**src/rtl/tick_timer_pkg.sv**
```systemverilog
package tick_timer_pkg;
  localparam int BUS_AW = 8;
  localparam logic [BUS_AW-1:0] OFS_CTRL   = 8'h00;
  localparam logic [BUS_AW-1:0] OFS_RELOAD = 8'h04;
  localparam logic [BUS_AW-1:0] OFS_CUR    = 8'h08;
  localparam logic [BUS_AW-1:0] OFS_CAL    = 8'h0C;
  localparam int CB_EN   = 0;
  localparam int CB_IE   = 1;
  localparam int CB_SRC  = 2;
  localparam int CB_FLAG = 16;
  typedef enum logic [2:0] {
    SEL_NONE, SEL_CTRL, SEL_RELOAD, SEL_CUR, SEL_CAL
  } reg_sel_e;
endpackage

```
**src/rtl/tick_timer_decode.sv**
```systemverilog
module tick_timer_decode
  import tick_timer_pkg::*;
(
  input  logic [BUS_AW-1:0] addr,
  output reg_sel_e          sel
);
  always_comb begin
    unique case (addr)
      OFS_CTRL:   sel = SEL_CTRL;
      OFS_RELOAD: sel = SEL_RELOAD;
      OFS_CUR:    sel = SEL_CUR;
      OFS_CAL:    sel = SEL_CAL;
      default:    sel = SEL_NONE;
    endcase
  end
endmodule

```
**src/rtl/tick_timer_ctrl.sv**
```systemverilog
module tick_timer_ctrl #(
  parameter int CNT_W = 24
) (
  input  logic             clk,
  input  logic             rst,
  input  logic             wr_ctrl,
  input  logic             wr_reload,
  input  logic             wr_cur,
  input  logic             rd_ctrl,
  input  logic [2:0]       wbits,
  input  logic [CNT_W-1:0] wval,
  input  logic             expire,
  output logic             en,
  output logic             ie,
  output logic             src,
  output logic             flag,
  output logic [CNT_W-1:0] reload,
  output logic             load_req
);
  localparam logic [CNT_W-1:0] ZERO = '0;

  // Restart the count when enable rises or the tick source changes,
  // or on any write to the current value.
  assign load_req = wr_cur | (wr_ctrl & ((wbits[0] & ~en) | (wbits[2] ^ src)));

  always_ff @(posedge clk) begin
    if (rst) begin
      en     <= 1'b0;
      ie     <= 1'b0;
      src    <= 1'b0;
      flag   <= 1'b0;
      reload <= ZERO;
    end else begin
      if (wr_ctrl) begin
        en  <= wbits[0];
        ie  <= wbits[1];
        src <= wbits[2];
      end else if (expire && reload == ZERO) begin
        en <= 1'b0;
      end
      if (expire)                 flag <= 1'b1;
      else if (rd_ctrl || wr_cur) flag <= 1'b0;
      if (wr_reload) reload <= wval;
    end
  end

  AST_ZERO_STOPS: assert property (@(posedge clk) disable iff (rst)
    (expire && reload == ZERO && !wr_ctrl) |=> !en);
  AST_READ_CLEARS: assert property (@(posedge clk) disable iff (rst)
    (rd_ctrl && !expire) |=> !flag);
  AST_CUR_WR_CLEARS: assert property (@(posedge clk) disable iff (rst)
    (wr_cur && !expire) |=> !flag);
endmodule

```
**src/rtl/tick_timer_count.sv**
```systemverilog
module tick_timer_count #(
  parameter int CNT_W = 24
) (
  input  logic             clk,
  input  logic             rst,
  input  logic             en,
  input  logic             tick,
  input  logic             load_req,
  input  logic [CNT_W-1:0] reload,
  output logic [CNT_W-1:0] cnt,
  output logic             expire
);
  localparam logic [CNT_W-1:0] ZERO = '0;
  localparam logic [CNT_W-1:0] ONE  = CNT_W'(1);

  logic step;
  assign step   = en & tick & ~load_req;
  assign expire = step & ((cnt == ONE) | ((cnt == ZERO) & (reload == ZERO)));

  always_ff @(posedge clk) begin
    if (rst)              cnt <= ZERO;
    else if (load_req)    cnt <= reload;
    else if (step) begin
      if (cnt == ZERO)    cnt <= reload;
      else                cnt <= cnt - ONE;
    end
  end

  AST_LOAD_TAKES_RELOAD: assert property (@(posedge clk) disable iff (rst)
    load_req |=> cnt == $past(reload));
  AST_WRAP_RELOADS: assert property (@(posedge clk) disable iff (rst)
    (step && cnt == ZERO) |=> cnt == $past(reload));
  AST_HOLD_DISABLED: assert property (@(posedge clk) disable iff (rst)
    (!en && !load_req) |=> $stable(cnt));
endmodule

```
**src/rtl/tick_timer.sv**
```systemverilog
module tick_timer
  import tick_timer_pkg::*;
#(
  parameter int          CNT_W     = 24,
  parameter logic [31:0] CAL_VALUE = 32'd10000
) (
  input  logic              clk,
  input  logic              rst,
  input  logic [BUS_AW-1:0] bus_addr,
  input  logic [31:0]       bus_wdata,
  input  logic              bus_wr,
  input  logic              bus_rd,
  output logic [31:0]       bus_rdata,
  input  logic              ref_tick,
  output logic              irq
);
  reg_sel_e         sel;
  logic             wr_ctrl, wr_reload, wr_cur, rd_ctrl;
  logic             en, ie, src, flag, load_req, expire, tick;
  logic [CNT_W-1:0] reload, cnt;
  logic [31:0]      ctrl_word, rd_mux;

  tick_timer_decode u_dec (.addr(bus_addr), .sel(sel));

  assign wr_ctrl   = bus_wr & (sel == SEL_CTRL);
  assign wr_reload = bus_wr & (sel == SEL_RELOAD);
  assign wr_cur    = bus_wr & (sel == SEL_CUR);
  assign rd_ctrl   = bus_rd & (sel == SEL_CTRL);
  assign tick      = src | ref_tick;

  generate
    if (CNT_W < 32) begin : g_narrow
      logic unused_wbits;
      assign unused_wbits = ^{bus_wdata[31:CNT_W], bus_wdata[2:0]};
    end
  endgenerate

  tick_timer_ctrl #(.CNT_W(CNT_W)) u_ctrl (
    .clk(clk), .rst(rst), .wr_ctrl(wr_ctrl), .wr_reload(wr_reload),
    .wr_cur(wr_cur), .rd_ctrl(rd_ctrl), .wbits(bus_wdata[2:0]),
    .wval(bus_wdata[CNT_W-1:0]), .expire(expire), .en(en), .ie(ie),
    .src(src), .flag(flag), .reload(reload), .load_req(load_req)
  );

  tick_timer_count #(.CNT_W(CNT_W)) u_cnt (
    .clk(clk), .rst(rst), .en(en), .tick(tick), .load_req(load_req),
    .reload(reload), .cnt(cnt), .expire(expire)
  );

  always_comb begin
    ctrl_word          = '0;
    ctrl_word[CB_EN]   = en;
    ctrl_word[CB_IE]   = ie;
    ctrl_word[CB_SRC]  = src;
    ctrl_word[CB_FLAG] = flag;
    unique case (sel)
      SEL_CTRL:   rd_mux = ctrl_word;
      SEL_RELOAD: rd_mux = 32'(reload);
      SEL_CUR:    rd_mux = en ? 32'(cnt) : 32'd0;
      SEL_CAL:    rd_mux = CAL_VALUE;
      default:    rd_mux = 32'd0;
    endcase
  end

  always_ff @(posedge clk) begin
    if (rst) begin
      bus_rdata <= 32'd0;
      irq       <= 1'b0;
    end else begin
      if (bus_rd) bus_rdata <= rd_mux;
      irq <= expire & ie;
    end
  end

  AST_IRQ_HAS_FLAG: assert property (@(posedge clk) disable iff (rst)
    irq |-> flag);
  AST_IRQ_NEEDS_EXPIRY: assert property (@(posedge clk) disable iff (rst)
    !(expire && ie) |=> !irq);
endmodule

```
**config.mk**
```make
export PLATFORM = sky130hd
export DESIGN_NAME = tick_timer
export DESIGN_NICKNAME = d
export VERILOG_FILES = /design/src/rtl/tick_timer_pkg.sv /design/src/rtl/tick_timer_decode.sv /design/src/rtl/tick_timer_ctrl.sv /design/src/rtl/tick_timer_count.sv /design/src/rtl/tick_timer.sv
export SDC_FILE = /design/constraint.sdc
export NUM_CORES = 1
export LEC_CHECK = 0
export ABC_AREA = 1
export ABC_CLOCK_PERIOD_IN_PS = 1770
export BUFFER_PORTS_ARGS = -buffer_cell sky130_fd_sc_hd__buf_2
export CAP_MARGIN = 20
export CORE_MARGIN = 8
export CORE_UTILIZATION = 45
export CTS_CLUSTER_SIZE = 25
export DETAILED_ROUTE_END_ITERATION = 16
export PLACE_DENSITY = 0.66
export SYNTH_ARGS = -nofsm -noshare
export SYNTH_HDL_FRONTEND = slang
export SYNTH_SLANG_ARGS = --single-unit
```
**constraint.sdc**
```tcl
create_clock -name clk -period 1.77 [get_ports clk]
set_input_delay 0.0885 -clock clk [delete_from_list [all_inputs] [get_ports clk]]
set_output_delay 0.0885 -clock clk [all_outputs]
set_load 0.01 [all_outputs]
```
Word level (Yosys, flattened, before mapping)

Cells that the tools add are included.

Mux-type cells: 10
Equality and inequality tests: 8
$add $sub $neg: 1
Reductions and logical operators: 8
Bitwise logic cells: 18

Operators with widths:

| operator                                                              | number |
|---|---|
| 24-bit 2-to-1 mux                                                     | 4 |
| 24-bit case mux with 4 select lines                                   | 1 |
| 24-bit logical NOT                                                    | 2 |
| 24-bit by 1-bit == test with 1-bit output (second input constant)     | 1 |
| 24-bit by 1-bit subtractor with 24-bit output (second input constant) | 1 |
| 8-bit by 4-bit == test with 1-bit output (second input constant)      | 2 |
| 3-bit case mux with 4 select lines                                    | 1 |
| 1-bit AND                                                             | 11 |
| 8-bit by 3-bit == test with 1-bit output (second input constant)      | 1 |
| 8-bit logical NOT                                                     | 1 |
| 3-bit by 2-bit == test with 1-bit output (second input constant)      | 2 |
| 2-bit nonzero test                                                    | 3 |
| 1-bit 2-to-1 mux                                                      | 4 |
| 1-bit bitwise OR                                                      | 4 |
| 3-bit by 1-bit == test with 1-bit output (second input constant)      | 1 |
| 3-bit == test (second input constant)                                 | 1 |
| 1-bit inverter                                                        | 2 |
| 1-bit logical AND                                                     | 1 |
| 1-bit logical OR                                                      | 1 |
| 1-bit XOR                                                             | 1 |

Register bits after elaboration: 85
Bits of input ports: 45
Word-level logic and storage cells: 53
Output and inout bits: 33

Logic depth before layout (Yosys ltp)

Depth in word-level cells: 12
Gate-level depth with buffers: 11

Modules after synthesis

From an unflattened synthesis, not the netlist that was laid out.

Cells, all modules: 744
Area, all modules: 4,765.8 sq um

Modules (own cells, without submodules):

| module            | area an instance (sq um) | instances | cells an instance |
|---|---|---|---|
| tick_timer_count  | 1,970.6                  | 1         | 351 |
| tick_timer        | 1,520.2                  | 1         | 232 |
| tick_timer_ctrl   | 1,228.7                  | 1         | 149 |
| tick_timer_decode | 46.3                     | 1         | 12 |

Worst setup path after synthesis

OpenSTA, ideal clock, no wires.

Kind: register -> register
Start point: register u_cnt.cnt[0]
End point: register u_cnt.cnt[19]
Clock period less this slack: 1,550 ps
Required time: 1,637 ps
Cell stages (with the launch flop): 11
Setup time: 133 ps
Slack: 220 ps
Arrival: 1,416 ps
Path buffers: 1
Cell sequence: dfxtp_1 -> inv_1 -> ha_1 -> nand2_1 -> nor2_2 -> nand3_2 -> nand3_2 -> buf_2 -> nand2_1 -> nand3_2 -> a21oi_2

Cells in the longest elaborated chain, start to end: 4
Elaborated cells between the ends (all ways): 5

RTL lines:

| what                                                                                | RTL line                                       | text |
|---|---|---|
| start, declared                                                                     | tick_timer_count.sv:10                         | `output logic [CNT_W-1:0] cnt,` |
| start signal, assigned                                                              | tick_timer_count.sv:22                         | `else if (load_req) cnt <= reload;` |
| start signal, assigned                                                              | tick_timer_count.sv:24                         | `if (cnt == ZERO) cnt <= reload;` |
| start signal, assigned                                                              | tick_timer_count.sv:25                         | `else cnt <= cnt - ONE;` |
| 24-bit by 1-bit subtractor with 24-bit output or 24-bit logical NOT (tied branches) | tick_timer_count.sv:25, tick_timer_count.sv:24 |  |
| 24-bit 2-to-1 mux *                                                                 | tick_timer_count.sv:24                         |  |
| 24-bit 2-to-1 mux *                                                                 | tick_timer_count.sv:23                         | `else if (step) begin` |
| 24-bit 2-to-1 mux *                                                                 | tick_timer_count.sv:22                         |  |

Mark *: on every way between the ends. The rest lies on a longest branch, timed or not. The select of a mux whose other input is x is not followed.
A chain may end at the register's enable or synchronous reset.

Worst setup path in the final report

Start point: register u_cnt.cnt[2]
End point: register u_cnt.cnt[23]

The elaborated chain is that of the path after synthesis.

==> results.toml <==
[critical_path]
endpoint_kind = "flip-flop"
cpPeakStageDelay_ps = 380
crit_type = "reg -> reg"
regToRegSetupSlack_ps = 110
crit_fanout = 6
path_cells = "nor2_1 > nand2_1 > nor2_1 > nand2_1 > inv_1 > nand2_1 > nand2_1 > nand3_1 > nand2_1 > a21oi_1"
reg2reg_to = "u_cnt.cnt[23]"
startpoint_type = "flip-flop"
cp.arrival_ps = 1890
critical_path.slowest_cell = "dfxtp_1"
r2r_cells = 10
crit_start = "u_cnt.cnt[2]"
timing.rr.start = "u_cnt.cnt[2]"
path_common_cell = "nand2_1"
crit_required_ps = 2000
cp-endpoint = "u_cnt.cnt[23]"

[drt]
drc = 0
routed_via_density = 5.12
totalWireLength_um = 13400
drtAntennaViolNets = 0
vias = 4759
detail_route.first_pass.iterations = 5
wl_per_cell_um = 14.4
drt_first_iter_violations = 330

[synthesis]
syn_inst = 703
synth.avg_cell_area_sq_um = 6.55
synth-seq-cells = 77
netlist.area_leader.share_pct = 33.5
yosys-top-cells-area = "dfxtp_1 (33%), nand2_1 (14%), a21oi_1 (7.5%)"
synthDistinctLibCells = 37
yosysTopAreaCell = "dfxtp_1"
yosys_warnings = 0
yosysSeqAreaShare_pct = 33.5
synth_area_sq_um = 4610

[hold_path]
hold_class = "in -> reg"

[global_route]
antenna_found_initial = 0
grt_start_max_net_pins = 67
grt_pass1_vias = 4536
grt_remaining_overflow = 0
grt_use_total_pct = 20.5
grt_pass1_wl_um = 22100

[place]
place_hpwl_um = 9800
io_buffers = 61
place_congestion = 0.906

[cells_and_area]
final_util_pct = 54.8
antenna_cells = 0
n_fill_cell = 996
final_layout_size_suffix_gt1_share_pct = 20.6
area_growth_pct = 20.7
fin_nets = 836

[sta]
rsz0062_at_grt = "true"
finalSetupViolCount = 0
hold_viol_final = 0
fin_crit_sh_pct = 93.5
finalMaxSlewViolations = 0
period_needed_ps = 1660
fmax_mhz = 604
whs_ps = 19.7
clock-skew-final_ps = 13.2

[clock_network]
cts_buffer_depth = 2
cts_buffers = 9
root_buffer = "clkbuf_8"
tritoncts = "done"
cts.clk_slew.worst_paths_ps = 90
cts_sinks = 77
clk_latency_ps = 360
htreeDepth = 3

[floorplan]
top_level_ports = 78
die_area_sq_um = 13700
die_h_um = 117
placementRows = 37
fp.dieW_um = 117
initial_core_util_pct = 45.4
core_sq_um = 10100

[power]
power_w = 0.00342
powerDensity_nw_per_um2 = 615
p_leak_nw = 2.46
peakVddDrop_mv = 0.441

[status]
outcome = "finished, final reports clean"

[flow_run]
maxCapViolCount = 0
## state kept, by name (all words and copies together), names as in the netlist
signal,cells
u_cnt.cnt,24
u_ctrl.src,1
u_ctrl.reload,24
irq,1
u_ctrl.ie,1
u_ctrl.en,1
u_ctrl.flag,1
bus_rdata,24
## repair_timing
| item | 4_1_cts | 5_1_grt |
|---|---|---|
| endpoints found under the hold margin | 25 | 0 |
| setup endpoints to repair | 0 | 23 |
| hold buffers | 23 | 0 |
| resized for setup | 0 | 9 |
| setup buffers | 0 | 0 |
## layout make-up
cell class	count	area, sq um	share of cell area (%)
multi-input cells	515	2590	46.6
inverters	79	297	5.33
repair buffers	106	751	13.5
clock inverters	3	42.5	0.765
clock buffers	13	169	3.04
well taps	136	170	3.06
flip-flops and latches	77	1540	27.7
## cell usage in the layout (no fill, tap or decap), types with 2 or more instances in the layout
cell type and n:
buf_12 4, nand3_1 35, xnor2_1 2, nand2_1 175
inv_2 8, conb_1 8, nand2_2 12, buf_4 18
dlygate4sd3_1 23, a211oi_1 2, clkbuf_8 12, nand3_2 9
dfxtp_1 76, xor2_1 6, nand3_4 2, a21oi_1 69
o21ai_0 50, nor2_2 11, o22ai_1 2, nand3b_1 3
inv_1 70, nor3_1 16, buf_2 61, nor2_4 7
ha_1 2, nand4_1 8, nor2_1 67, o21ai_1 6
o211ai_1 7, a21oi_2 8
## cell families after synthesis
logic type      synth area share [%]
flops                           33.5
buf+inv                         11.2
xor+xnor                        1.52
simple gates                    35.6
other cells                   0.0814
compound gates                  17.3
fa+ha+maj                      0.815
## worst min-delay path by stage
stage	start	to	slack [ps]	cells after the start
detailed placement	bus_wdata[8]	u_ctrl.reload[8]	350	3
global route	bus_wdata[0]	u_ctrl.reload[0]	20	3
finish	bus_wdata[0]	u_ctrl.reload[0]	20	3
floorplan	bus_wdata[0]	u_ctrl.reload[0]	240	2
CTS	bus_wdata[0]	u_ctrl.reload[0]	1	3
global placement	rst	bus_rdata[0]	340	2
## cells in the mapped netlist
cell,count
nand2_1,175
dfxtp_1,77
inv_1,72
nor2_1,70
a21oi_1,69
o21ai_0,51
nand3_1,35
clkbuf_1,18
nor3_1,17
nand2_2,12
buf_4,10
nand3_2,9
a21oi_2,8
buf_2,8
nand4_1,8
nor2_2,8
nor2_4,7
o211ai_1,7
inv_2,6
xor2_1,6
o21ai_1,5
ha_1,3
nand3b_1,3
a211oi_1,2
buf_6,2
nand3_4,2
o22ai_1,2
xnor2_1,2
buf_8,1
clkinv_1,1
conb_1,1
nand2_4,1
nand2_8,1
nor2_8,1
o211ai_2,1
o221ai_1,1
or2_2,1
## power breakdown
part | total [W] | switching (W) | internal, W
logic | 0.000255 | 0.000150 | 0.000105
registers | 0.00173 | 0.00000188 | 0.00173
clock network | 0.00143 | 0.000666 | 0.000766
## per-stage QoR
step | std cells | cell area [sq um] | worst slack [ps] | TNS [ps]
5_1_grt | 929 | 5560 | -25.7 | -33.6
6_report | 929 | 5560 | 115 | 0
3_5_place_dp | 890 | 5100 | 83.4 | 0
4_1_cts | 929 | 5540 | 70.6 | 0
3_3_place_gp | 890 | 5100 | 144 | 0
2_1_floorplan | 710 | 4630 | 220 | 0
## critical path: cells and delay by family (launching register included)
family	cells	cell delay [ps]
compound gates	1	50
flops	1	380
buf+inv	1	100
simple gates	8	990
## metal layers
metal,wire [um],vias to the layer above,GRT usage [%]
met5,0,-,0
met4,213,0,7.51
met3,778,12,3.34
met2,5980,147,32.4
met1,6430,2186,27.5
li1,-,2414,-
(Power assumes the default switching activity.)
